--- config.mk ---
export PLATFORM = sky130hd
export DESIGN_NAME = dual_dntimer
export DESIGN_NICKNAME = d
export VERILOG_FILES = /design/src/rtl/dtmr_pkg.sv /design/src/rtl/dtmr_stop_dly.sv /design/src/rtl/dtmr_chan.sv /design/src/rtl/dtmr_irq.sv /design/src/rtl/dual_dntimer.sv
export SDC_FILE = /design/constraint.sdc
export NUM_CORES = 1
export LEC_CHECK = 0
export ABC_AREA = 1
export BUFFER_PORTS_ARGS = -buffer_cell sky130_fd_sc_hd__buf_2
export CAP_MARGIN = 30
export CORE_MARGIN = 3
export CORE_UTILIZATION = 55
export CTS_CLUSTER_SIZE = 16
export DETAILED_ROUTE_END_ITERATION = 10
export PLACE_DENSITY = 0.74
export SYNTH_ARGS = -nofsm -noshare
export SYNTH_HDL_FRONTEND = slang
export SYNTH_SLANG_ARGS = --single-unit
--- constraint.sdc ---
create_clock -name clk_i -period 3.2 [get_ports clk_i]
set_clock_uncertainty 0.2 [all_clocks]
set_input_delay 0 -clock clk_i [delete_from_list [all_inputs] [get_ports clk_i]]
set_output_delay 0 -clock clk_i [all_outputs]
set_load 0.02 [all_outputs]
--- src/rtl/dtmr_pkg.sv ---
package dtmr_pkg;
  localparam int REG_W      = 32;
  localparam int OFF_IEN    = 'h00;
  localparam int OFF_STS    = 'h04;
  localparam int WIN_STRIDE = 'h20;
  localparam int WIN_SH     = $clog2(WIN_STRIDE);
  localparam int OFF_CTL    = 'h00;
  localparam int OFF_IVL    = 'h04;
  localparam int OFF_CVL    = 'h08;
  localparam int OFF_IVH    = 'h0C;
  localparam int OFF_CVH    = 'h10;
  localparam int CTL_EN     = 0;
  localparam int CTL_RLD    = 1;
  localparam int CTL_ONE    = 7;

  typedef enum logic [2:0] {
    SEL_NONE, SEL_CTL, SEL_IVL, SEL_CVL, SEL_IVH, SEL_CVH
  } win_sel_e;
endpackage

--- src/rtl/dtmr_stop_dly.sv ---
module dtmr_stop_dly #(
  parameter int LAT = 2,
  localparam int CW = $clog2(LAT + 1)
) (
  input  logic clk_i,
  input  logic rst_ni,
  input  logic stop_i,
  output logic hold_o
);
  logic [CW-1:0] cnt_q;

  always_ff @(posedge clk_i or negedge rst_ni) begin
    if (!rst_ni)          cnt_q <= '0;
    else if (stop_i)      cnt_q <= CW'(LAT);
    else if (cnt_q != '0) cnt_q <= cnt_q - 1'b1;
  end

  assign hold_o = (cnt_q != '0);

  p_drain_open_r7: assert property (@(posedge clk_i) disable iff (!rst_ni)
    stop_i |=> hold_o);
endmodule

--- src/rtl/dtmr_chan.sv ---
module dtmr_chan
  import dtmr_pkg::*;
#(
  parameter int CNT_W    = 56,
  parameter int LO_W     = 32,
  parameter int STOP_LAT = 2,
  localparam int HI_W    = CNT_W - LO_W
) (
  input  logic             clk_i,
  input  logic             rst_ni,
  input  logic             tick_i,
  input  logic             ctl_we_i,
  input  logic             ivl_we_i,
  input  logic             ivh_we_i,
  input  logic [REG_W-1:0] wdata_i,
  output logic             en_o,
  output logic             one_o,
  output logic [CNT_W-1:0] intv_o,
  output logic [CNT_W-1:0] cur_o,
  output logic             expire_o
);
  logic             en_q, one_q, rld_q;
  logic [CNT_W-1:0] intv_q, cur_q;
  logic             hold, run, sw_stop;

  assign sw_stop  = ctl_we_i && !wdata_i[CTL_EN] && en_q;
  assign run      = en_q || hold;
  assign expire_o = run && tick_i && !rld_q && (cur_q == '0);

  dtmr_stop_dly #(.LAT(STOP_LAT)) u_stop (
    .clk_i (clk_i),
    .rst_ni(rst_ni),
    .stop_i(sw_stop),
    .hold_o(hold)
  );

  always_ff @(posedge clk_i or negedge rst_ni) begin
    if (!rst_ni) begin
      en_q  <= 1'b0;
      one_q <= 1'b0;
      rld_q <= 1'b0;
    end else if (ctl_we_i) begin
      en_q  <= wdata_i[CTL_EN];
      one_q <= wdata_i[CTL_ONE];
      rld_q <= wdata_i[CTL_RLD];
    end else begin
      rld_q <= 1'b0;
      if (expire_o && one_q) en_q <= 1'b0;
    end
  end

  always_ff @(posedge clk_i or negedge rst_ni) begin
    if (!rst_ni) intv_q <= '0;
    else begin
      if (ivl_we_i) intv_q[LO_W-1:0]     <= wdata_i[LO_W-1:0];
      if (ivh_we_i) intv_q[CNT_W-1:LO_W] <= wdata_i[HI_W-1:0];
    end
  end

  always_ff @(posedge clk_i or negedge rst_ni) begin
    if (!rst_ni)                cur_q <= '0;
    else if (rld_q)             cur_q <= intv_q;
    else if (run && tick_i) begin
      if (cur_q != '0)          cur_q <= cur_q - 1'b1;
      else if (!one_q)          cur_q <= intv_q;
    end
  end

  assign en_o   = en_q;
  assign one_o  = one_q;
  assign intv_o = intv_q;
  assign cur_o  = cur_q;

  p_load_r3: assert property (@(posedge clk_i) disable iff (!rst_ni)
    rld_q |=> (cur_q == $past(intv_q)));
  p_periodic_r5: assert property (@(posedge clk_i) disable iff (!rst_ni)
    (expire_o && !one_q && !ctl_we_i) |=> (en_q && cur_q == $past(intv_q)));
  p_oneshot_r6: assert property (@(posedge clk_i) disable iff (!rst_ni)
    (expire_o && one_q && !ctl_we_i) |=> (!en_q && cur_q == '0));
  p_frozen_r7: assert property (@(posedge clk_i) disable iff (!rst_ni)
    (!run && !rld_q) |=> (cur_q == $past(cur_q)));
endmodule

--- src/rtl/dtmr_irq.sv ---
module dtmr_irq #(
  parameter int N_CH = 2
) (
  input  logic            clk_i,
  input  logic            rst_ni,
  input  logic            ien_we_i,
  input  logic            sts_we_i,
  input  logic [N_CH-1:0] wdata_i,
  input  logic [N_CH-1:0] set_i,
  output logic [N_CH-1:0] ien_o,
  output logic [N_CH-1:0] sts_o,
  output logic            irq_o
);
  logic [N_CH-1:0] ien_q, sts_q, clr_m;

  assign clr_m = sts_we_i ? wdata_i : '0;

  always_ff @(posedge clk_i or negedge rst_ni) begin
    if (!rst_ni) begin
      ien_q <= '0;
      sts_q <= '0;
    end else begin
      if (ien_we_i) ien_q <= wdata_i;
      sts_q <= (sts_q & ~clr_m) | set_i;
    end
  end

  assign ien_o = ien_q;
  assign sts_o = sts_q;
  assign irq_o = |(sts_q & ien_q);

  p_w1c_r8: assert property (@(posedge clk_i) disable iff (!rst_ni)
    sts_we_i |=> ((sts_q & $past(wdata_i & ~set_i)) == '0));
  p_sticky_r8: assert property (@(posedge clk_i) disable iff (!rst_ni)
    1'b1 |=> ((sts_q & $past(sts_q & ~clr_m)) == $past(sts_q & ~clr_m)));
endmodule

--- src/rtl/dual_dntimer.sv ---
module dual_dntimer
  import dtmr_pkg::*;
#(
  parameter int N_CH     = 2,
  parameter int ADDR_W   = 8,
  parameter int CNT_W    = 56,
  parameter int LO_W     = 32,
  parameter int STOP_LAT = 2,
  localparam int HI_W    = CNT_W - LO_W,
  localparam int IDX_W   = ADDR_W - WIN_SH
) (
  input  logic              clk_i,
  input  logic              rst_ni,
  input  logic              tick_i,
  input  logic [ADDR_W-1:0] addr_i,
  input  logic              we_i,
  input  logic [REG_W-1:0]  wdata_i,
  output logic [REG_W-1:0]  rdata_o,
  output logic              irq_o
);
  logic [WIN_SH-1:0] off;
  win_sel_e          sel;
  logic [N_CH-1:0]   hit, expire, en, one, ien, sts;
  logic [CNT_W-1:0]  intv [N_CH];
  logic [CNT_W-1:0]  cur  [N_CH];
  logic              ien_hit, sts_hit, rd_hi;

  assign off     = addr_i[WIN_SH-1:0];
  assign ien_hit = (addr_i == ADDR_W'(OFF_IEN));
  assign sts_hit = (addr_i == ADDR_W'(OFF_STS));

  always_comb begin
    case (off)
      WIN_SH'(OFF_CTL): sel = SEL_CTL;
      WIN_SH'(OFF_IVL): sel = SEL_IVL;
      WIN_SH'(OFF_CVL): sel = SEL_CVL;
      WIN_SH'(OFF_IVH): sel = SEL_IVH;
      WIN_SH'(OFF_CVH): sel = SEL_CVH;
      default:          sel = SEL_NONE;
    endcase
  end

  for (genvar n = 0; n < N_CH; n++) begin : g_ch
    assign hit[n] = (addr_i[ADDR_W-1:WIN_SH] == IDX_W'(n + 1));

    dtmr_chan #(
      .CNT_W   (CNT_W),
      .LO_W    (LO_W),
      .STOP_LAT(STOP_LAT)
    ) u_chan (
      .clk_i   (clk_i),
      .rst_ni  (rst_ni),
      .tick_i  (tick_i),
      .ctl_we_i(we_i && hit[n] && sel == SEL_CTL),
      .ivl_we_i(we_i && hit[n] && sel == SEL_IVL),
      .ivh_we_i(we_i && hit[n] && sel == SEL_IVH),
      .wdata_i (wdata_i),
      .en_o    (en[n]),
      .one_o   (one[n]),
      .intv_o  (intv[n]),
      .cur_o   (cur[n]),
      .expire_o(expire[n])
    );
  end

  dtmr_irq #(.N_CH(N_CH)) u_irq (
    .clk_i   (clk_i),
    .rst_ni  (rst_ni),
    .ien_we_i(we_i && ien_hit),
    .sts_we_i(we_i && sts_hit),
    .wdata_i (wdata_i[N_CH-1:0]),
    .set_i   (expire),
    .ien_o   (ien),
    .sts_o   (sts),
    .irq_o   (irq_o)
  );

  always_comb begin
    rdata_o = '0;
    rd_hi   = 1'b0;
    if (ien_hit) rdata_o[N_CH-1:0] = ien;
    if (sts_hit) rdata_o[N_CH-1:0] = sts;
    for (int n = 0; n < N_CH; n++) begin
      if (hit[n]) begin
        case (sel)
          SEL_CTL: begin
            rdata_o[CTL_EN]  = en[n];
            rdata_o[CTL_ONE] = one[n];
          end
          SEL_IVL: rdata_o = intv[n][LO_W-1:0];
          SEL_CVL: rdata_o = cur[n][LO_W-1:0];
          SEL_IVH: begin rdata_o = REG_W'(intv[n][CNT_W-1:LO_W]); rd_hi = 1'b1; end
          SEL_CVH: begin rdata_o = REG_W'(cur[n][CNT_W-1:LO_W]);  rd_hi = 1'b1; end
          default: rdata_o = '0;
        endcase
      end
    end
  end

  p_hi_pad_r2: assert property (@(posedge clk_i) disable iff (!rst_ni)
    rd_hi |-> (rdata_o[REG_W-1:HI_W] == '0));
  p_irq_src_r9: assert property (@(posedge clk_i) disable iff (!rst_ni)
    irq_o |-> ((sts & ien) != '0));
endmodule

## Word level (Yosys, flattened, before mapping)

Cells that the tools add are included.

| storage, ports and cells | value |
|---|---|
| register bits | 238 |
| output and inout bits | 33 |
| word-level logic and storage cells | 114 |

| cells by class | value |
|---|---|
| add/subtract/negate cells | 4 |
| eq/ne operators | 14 |
| mux-type cells | 32 |
| bitwise gates (word level) | 4 |
| reduce and logical (&&, ||, !) cells | 44 |

Operators by type and width:

| cell | count |
|---|---|
| $mux W56 | 8 |
| $pmux W24 S5 | 1 |
| $logic_not A56 Y1 | 2 |
| $reduce_bool A56 Y1 | 2 |
| $sub A56 B1 Y56 const B | 2 |
| $pmux W24 S4 | 1 |
| $mux W32 | 2 |
| $pmux W6 S5 | 2 |
| $logic_and A1 B1 Y1 | 22 |
| $pmux W1 S5 | 4 |
| $reduce_bool A2 Y1 | 8 |
| $pmux W3 S5 | 1 |
| $mux W2 | 7 |
| $eq A5 B4 Y1 const B | 2 |
| $eq A3 B2 Y1 const B | 3 |
| $eq A8 B3 Y1 const B | 1 |
| $logic_not A8 Y1 | 1 |
| $eq A3 B1 Y1 const B | 2 |
| $eq A3 B3 Y1 const B | 2 |
| $mux W1 | 6 |
| $ne A3 B3 Y1 const B | 2 |
| $eq A5 B3 Y1 const B | 1 |
| $eq A5 B5 Y1 const B | 1 |
| $logic_not A5 Y1 | 1 |
| other kinds (8) | 14 |

## Longest topological paths before layout

| depth | value |
|---|---|
| depth in word-level cells | 8 |
| mapped depth | 14 |
| depth with buffers taken out | 13 |

## Hierarchy

From an unflattened synthesis, not the netlist that was laid out.

| second synthesis, totals | value |
|---|---|
| cell total of the unflattened synthesis | 2477 |
| area total of the unflattened synthesis | 16097.9 um^2 |

Modules (own cells, without submodules):

| module | times used | cells an instance | area each (um^2) |
|---|---|---|---|
| dtmr_chan (g_ch[1].u_chan) | 1 | 992 | 6844.1 |
| dtmr_chan (g_ch[0].u_chan) | 1 | 996 | 6832.8 |
| dual_dntimer | 1 | 440 | 2009.4 |
| dtmr_stop_dly | 2 | 14 | 122.6 |
| dtmr_irq | 1 | 21 | 166.4 |

## Worst setup path after synthesis

OpenSTA, ideal clock, no wires.

| timing path | value |
|---|---|
| path type | register -> register |
| from | reg g_ch[0].u_chan.cur_q[0] |
| to | reg g_ch[0].u_chan.cur_q[16] |
| setup time | 0.118 ns |
| arrival | 1.830 ns |
| required time | 2.882 ns |
| setup slack | 1.052 ns |
| cell stages (with the launch flop) | 14 |
| clock period less this slack | 2.148 ns |
| path through | dfrtp_1 > inv_1 > ha_1 > nand2_4 > nor2_8 > nand3_2 > nor2_2 > nand3_2 > nand2_2 > buf_6 > buf_6 > nand2_1 > nand3_1 > nand2_1 |

| on the way | value |
|---|---|
| cells in the longest elaborated chain, start to end | 4 |

Ends and longest elaborated chain:

| what | line | source |
|---|---|---|
| start: declaration | dtmr_chan.sv:23 | `logic [CNT_W-1:0] intv_q, cur_q;` |
| start signal: assignment | dtmr_chan.sv:62 | `else if (rld_q) cur_q <= intv_q;` |
| start signal: assignment | dtmr_chan.sv:64 | `if (cur_q != '0) cur_q <= cur_q - 1'b1;` |
| start signal: assignment | dtmr_chan.sv:65 | `else if (!one_q) cur_q <= intv_q;` |
| $sub A56 B1 Y56 / $reduce_bool A56 Y1 (equally long branches) | dtmr_chan.sv:64 |  |
| $mux W56 | dtmr_chan.sv:64 |  |
| $mux W56 | dtmr_chan.sv:63 | `else if (run && tick_i) begin` |
| $mux W56 | dtmr_chan.sv:62 |  |

Parallel ways exist; a longest one is shown, timed or not. The select of a mux whose other input is x is not followed.
A chain may end at the register's enable or synchronous reset.

## Worst setup path after layout

| timing path | value |
|---|---|
| from | in addr_i[1] |
| to | out rdata_o[13] |

| on the way | value |
|---|---|
| cells in the longest elaborated chain, start to end | 7 |

Ends and longest elaborated chain:

| what | line | source |
|---|---|---|
| start: declaration | dual_dntimer.sv:15 | `input logic [ADDR_W-1:0] addr_i,` |
| $eq A5 B5 Y1 (tied with other cells) | dual_dntimer.sv:33 | `case (off)` |
| $pmux W3 S5 (*) | dual_dntimer.sv:33 |  |
| $eq A3 B3 Y1 / $eq A3 B2 Y1 (equally long branches) | dual_dntimer.sv:85 | `case (sel)` |
| $pmux W24 S4 | dual_dntimer.sv:85 |  |
| $mux W32 | dual_dntimer.sv:84 | `if (hit[n]) begin` |
| $pmux W24 S5 | dual_dntimer.sv:85 |  |
| $mux W32 (*) | dual_dntimer.sv:84 |  |
| end: declaration | dual_dntimer.sv:18 | `output logic [REG_W-1:0] rdata_o,` |

Mark *: on every way between the ends. The rest lies on a longest branch, timed or not.

==> flow_summary.html <==
<table>
<tr><th>Metric</th><th>Value</th></tr>
<tr><th colspan="2">Outcome</th></tr>
<tr><td>Run status</td><td>finished, final reports clean</td></tr>
<tr><th colspan="2">Pwr</th></tr>
<tr><td>Static power due to leakage</td><td>9.514 nW</td></tr>
<tr><td>Peak VDD IR</td><td>0.0006276 V</td></tr>
<tr><td>Cell area power density</td><td>850.0 nW/um2</td></tr>
<tr><th colspan="2">Synthesis</th></tr>
<tr><td>Share of flip-flops with an asynchronous set or reset</td><td>100.0%</td></tr>
<tr><td>Commonest cells post-synth</td><td>sky130_fd_sc_hd__nand2_1 (913), sky130_fd_sc_hd__inv_1 (295), sky130_fd_sc_hd__nor2_1 (282)</td></tr>
<tr><td>Ys flop type</td><td>sky130_fd_sc_hd__dfrtp_1</td></tr>
<tr><td>Top post-synthesis cells by area</td><td>sky130_fd_sc_hd__dfrtp_1 (38%), sky130_fd_sc_hd__nand2_1 (22%), sky130_fd_sc_hd__inv_1 (7.0%)</td></tr>
<tr><td>EDFF count, synth</td><td>0</td></tr>
<tr><td>Compound-Gate Fraction of Synth Area</td><td>approximately 11%</td></tr>
<tr><td>Post-Synth Simple-Gate Area</td><td>37.96%</td></tr>
<tr><td>Area share of xor/xnor cells in the synthesized design</td><td>between 2 and 2.5%</td></tr>
<tr><td>Instance count of the mapped netlist</td><td>2,468</td></tr>
<tr><td>Number of distinct library cell variants in the gate-level netlist after synthesis</td><td>39</td></tr>
<tr><td>Count of yosys warnings during synthesis</td><td>0</td></tr>
<tr><td>Synthesized net count</td><td>2,517</td></tr>
<tr><td>Proportion of netlist area held by the largest area contributor</td><td>a little under two fifths</td></tr>
<tr><td>Post-synthesis instance area</td><td>15,770 um2</td></tr>
<tr><td>Multiplexer fraction of the synthesized cell area</td><td>less than 1%</td></tr>
<tr><td>Synthesis-stage register bit count</td><td>238</td></tr>
<tr><td>Largest family of logic cells by synthesized area</td><td>simple AND/OR/NAND/NOR gates</td></tr>
<tr><td>Share of synthesized cell area in full adder, half adder and majority cells</td><td>0.3968%</td></tr>
<tr><td>Top-count cell post-synth</td><td>sky130_fd_sc_hd__nand2_1</td></tr>
<tr><td>Synthesized area per cell</td><td>6.389 um2</td></tr>
<tr><td>Proportion of synthesized chip area in sequential cells</td><td>37.77%</td></tr>
<tr><td>Library cell occupying the most area in the post-synthesis netlist</td><td>sky130_fd_sc_hd__dfrtp_1</td></tr>
<tr><th colspan="2">Critical path</th></tr>
<tr><td>Cells along the critical path</td><td>dlygate4sd3_1 &gt; buf_2 &gt; nor2_1 &gt; nand3_2 &gt; buf_4 &gt; o21ai_0 &gt; nand2_1 &gt; nand2_1 &gt; buf_2</td></tr>
<tr><td>Highest cell delay on the worst timing path</td><td>between 500 and 600 ps</td></tr>
<tr><td>Top fanout value on the critical path</td><td>29</td></tr>
<tr><td>Capturing element type of the critical path</td><td>output pin</td></tr>
<tr><td>Worst setup SP type</td><td>input pin</td></tr>
<tr><td>CP max stage cell</td><td>sky130_fd_sc_hd__dlygate4sd3_1</td></tr>
<tr><td>Critical path class</td><td>in -&gt; out</td></tr>
<tr><td>Required @ worst endpoint</td><td>around 3000 ps</td></tr>
<tr><td>Data arrival time at the worst-slack endpoint</td><td>2730 ps</td></tr>
<tr><th colspan="2">Timing</th></tr>
<tr><td>Relative slew slack</td><td>35.64%</td></tr>
<tr><td>Total count of hold-check failures in the final report</td><td>0</td></tr>
<tr><td>Max-slew violation count</td><td>0</td></tr>
<tr><td>Worst Tran Pin Value</td><td>965.5 ps</td></tr>
<tr><td>Number of failing setup endpoints in the final timing report</td><td>0</td></tr>
<tr><td>Fin Hold WS</td><td>38.82 ps</td></tr>
<tr><td>Period utilisation layout</td><td>roughly nine tenths</td></tr>
<tr><td>Setup TNS</td><td>0 ps</td></tr>
<tr><td>Setup repair after global routing missed its margin</td><td>no</td></tr>
<tr><td>Final min period</td><td>2926 ps</td></tr>
<tr><td>Highest attainable clock frequency</td><td>approximately 340 MHz</td></tr>
<tr><th colspan="2">GRT</th></tr>
<tr><td>Number of global-route vias before repair</td><td>16,590</td></tr>
<tr><td>Number of antenna violations at the first check in global routing</td><td>0</td></tr>
<tr><td>Largest net degree at the start of global routing</td><td>82</td></tr>
<tr><td>Met1 usage</td><td>between 50% and 60%</td></tr>
<tr><td>Wire length of the first global-routing pass</td><td>92.72 mm</td></tr>
<tr><td>Routing layer with the top usage in global route</td><td>met2</td></tr>
<tr><td>Met3 track utilization from global routing</td><td>6.744%</td></tr>
<tr><td>Fraction of met2 tracks used by global routing</td><td>63.42%</td></tr>
<tr><td>Global-route usage over all layers</td><td>roughly 39%</td></tr>
<tr><td>Total gr overflow</td><td>0</td></tr>
<tr><th colspan="2">Detailed routing</th></tr>
<tr><td>Initial DRC count</td><td>1,920</td></tr>
<tr><td>Wire length per cell</td><td>between 15 and 20 um</td></tr>
<tr><td>Detailed Routing Iterations Pass 1</td><td>5</td></tr>
<tr><td>DR vias/cell</td><td>roughly 5.7</td></tr>
<tr><td>Total DRC errors in the routed layout</td><td>0</td></tr>
<tr><td>Total via count after detailed routing</td><td>17,120</td></tr>
<tr><td>Final ANT Viol Nets</td><td>0</td></tr>
<tr><td>Total length of routed wires</td><td>59.31 mm</td></tr>
<tr><th colspan="2">CTS</th></tr>
<tr><td>Source-to-sink clock delay at the later pin of the worst-skew pair</td><td>between 500 and 600 ps</td></tr>
<tr><td>Clock tree root buffer cell</td><td>sky130_fd_sc_hd__clkbuf_16</td></tr>
<tr><td>CTS tree</td><td>built</td></tr>
<tr><td>Clock-pin slew on the worst setup and hold paths</td><td>60 ps</td></tr>
<tr><td>Maximum level of the CTS H-tree</td><td>1</td></tr>
<tr><td>Clock buffer count from CTS</td><td>28</td></tr>
<tr><td>Number of sinks on the clock net</td><td>238</td></tr>
<tr><td>Maximum buffer depth of the clock tree</td><td>3</td></tr>
<tr><td>Count of instances resized after the clock tree is built</td><td>0</td></tr>
<tr><th colspan="2">Placed design</th></tr>
<tr><td>Placer's final routability congestion estimate</td><td>1.052</td></tr>
<tr><td>Half-perimeter wire length after placement</td><td>43.31 mm</td></tr>
<tr><td>I/O Buffers</td><td>between 70 and 80</td></tr>
<tr><th colspan="2">Floorplanning</th></tr>
<tr><td>Number of standard-cell rows in the floorplan</td><td>61</td></tr>
<tr><td>Die Y-Extent</td><td>175.3 um</td></tr>
<tr><td>Die X-Extent</td><td>175.3 um</td></tr>
<tr><td>Area enclosed by the die boundary</td><td>30,740 um2</td></tr>
<tr><td>Core Footprint</td><td>about 28,000 um2</td></tr>
<tr><td>Effective utilization at floorplan</td><td>56.29%</td></tr>
<tr><td>Top-level I/O count</td><td>77</td></tr>
<tr><th colspan="2">Final layout</th></tr>
<tr><td>Diodes inserted</td><td>0</td></tr>
<tr><td>Synth-to-Final Area Change</td><td>15.39%</td></tr>
<tr><td>Ratio of cells with drive above 1 in the final layout</td><td>8.077%</td></tr>
<tr><td>Final net count</td><td>2,627</td></tr>
<tr><th colspan="2">Run</th></tr>
<tr><td>Maximum capacitance violations</td><td>0</td></tr>
<tr><th colspan="2">Hold path</th></tr>
<tr><td>Kind of path behind the tightest hold check</td><td>in -&gt; reg</td></tr>
</table>
==> area by class of cell <==
type,instances,area [um2]
inverter,303,1137
multi-input combinational,1831,8252
tap,378,473.0
timing repair buffer,176,1389
clock inverter,11,147.6
clock buffer,41,839.6
sequential,238,5956
fill,2636,9817
==> through the flow <==
stage / instance area [um2] / setup WS [ps] / instances / util (%) / power, mW
after global routing: 18190 / 81.26 / 2978 / 64.95 / 16.65
after global placement: 16640 / 423.2 / 2870 / 59.40 / 11.76
after floorplan: 15770 / 1052 / 2468 / - / 9.565
after detailed placement: 16640 / 391.6 / 2870 / 59.40 / 11.85
after CTS: 18160 / 183.6 / 2974 / 64.85 / 15.35
final: 18190 / 273.5 / 2978 / 64.95 / 15.46
==> metal layers <==
metal / vias to the layer above / share of wire [%]
met5: - / 0
met4: 0 / 5.6
met3: 218 / 8.8
met2: 843 / 46
met1: 8052 / 39
li1: 8010 / -
==> layout by cell type, fill, tap and decap left out, types with 13 or more instances in the layout <==
cell type,n
sky130_fd_sc_hd__a21oi_1,13
sky130_fd_sc_hd__buf_2,75
sky130_fd_sc_hd__buf_4,40
sky130_fd_sc_hd__clkbuf_16,28
sky130_fd_sc_hd__dfrtp_1,238
sky130_fd_sc_hd__dlygate4sd3_1,51
sky130_fd_sc_hd__inv_1,295
sky130_fd_sc_hd__nand2_1,913
sky130_fd_sc_hd__nand3_1,199
sky130_fd_sc_hd__nand4_1,27
sky130_fd_sc_hd__nor2_1,279
sky130_fd_sc_hd__o21ai_0,179
sky130_fd_sc_hd__o21ai_1,25
sky130_fd_sc_hd__o22ai_1,73
sky130_fd_sc_hd__xor2_1,37
==> report_power, final <==
part / switching (mW) / leakage, nW / internal, mW
combinational: 5.24 / 6.29 / 2.31
clock: 1.35 / 0.488 / 2.06
sequential: 0.848 / 2.74 / 3.66
total: 7.44 / 9.51 / 8.02
==> worst paths after layout <==
kind,from,endpoint,slack [ps],cells past startpoint
min in group asynchronous,rst_ni,g_ch[0].u_chan.u_stop.cnt_q[0],450,4
worst max register to register,g_ch[1].u_chan.cur_o[0],g_ch[1].u_chan.cur_o[36],350,11
worst min register to register,g_ch[0].u_chan.cur_o[0],g_ch[0].u_chan.cur_o[0],290,2
worst max-delay path,addr_i[1],rdata_o[13],270,9
worst min-delay path,wdata_i[29],g_ch[0].u_chan.intv_o[29],40,4
max in group asynchronous,rst_ni,g_ch[0].u_chan.cur_o[52],1920,4
==> registers in the layout, summed over array words and instances, names as in the netlist <==
name                      cells
g_ch.u_chan.cur_o           112
g_ch.u_chan.en_o              2
g_ch.u_chan.intv_o          112
g_ch.u_chan.one_o             2
g_ch.u_chan.rld_q             2
g_ch.u_chan.u_stop.cnt_q      4
u_irq.ien_o                   2
u_irq.sts_o                   2
==> kinds of logic (layout without fill, tap and decap cells) <==
group / after synthesis / after routing
and+or+nand+nor: 1467 / 1467
buffers and inverters: 399 / 531
AOI/OAI and AO/OA: 315 / 315
DFF: 238 / 238
xor gates and xnor gates: 41 / 41
adders and majority gates: 5 / 5
muxes: 3 / 3
==> repair_timing <==
action                                  CTS  global route
hold buffers                             52             0
setup buffers                             0             4
hold endpoints to repair                365             0
endpoints found under the setup margin    0             1
==> worst max-delay path, delay by kind of cell <==
| family | cells | cell delay [ps] |
|---|---|---|
| AOI/OAI and AO/OA | 1 | 490 |
| buffers and inverters | 4 | 1240 |
| and+or+nand+nor | 4 | 980 |
No activity file was read; power rests on OpenSTA's default activity.
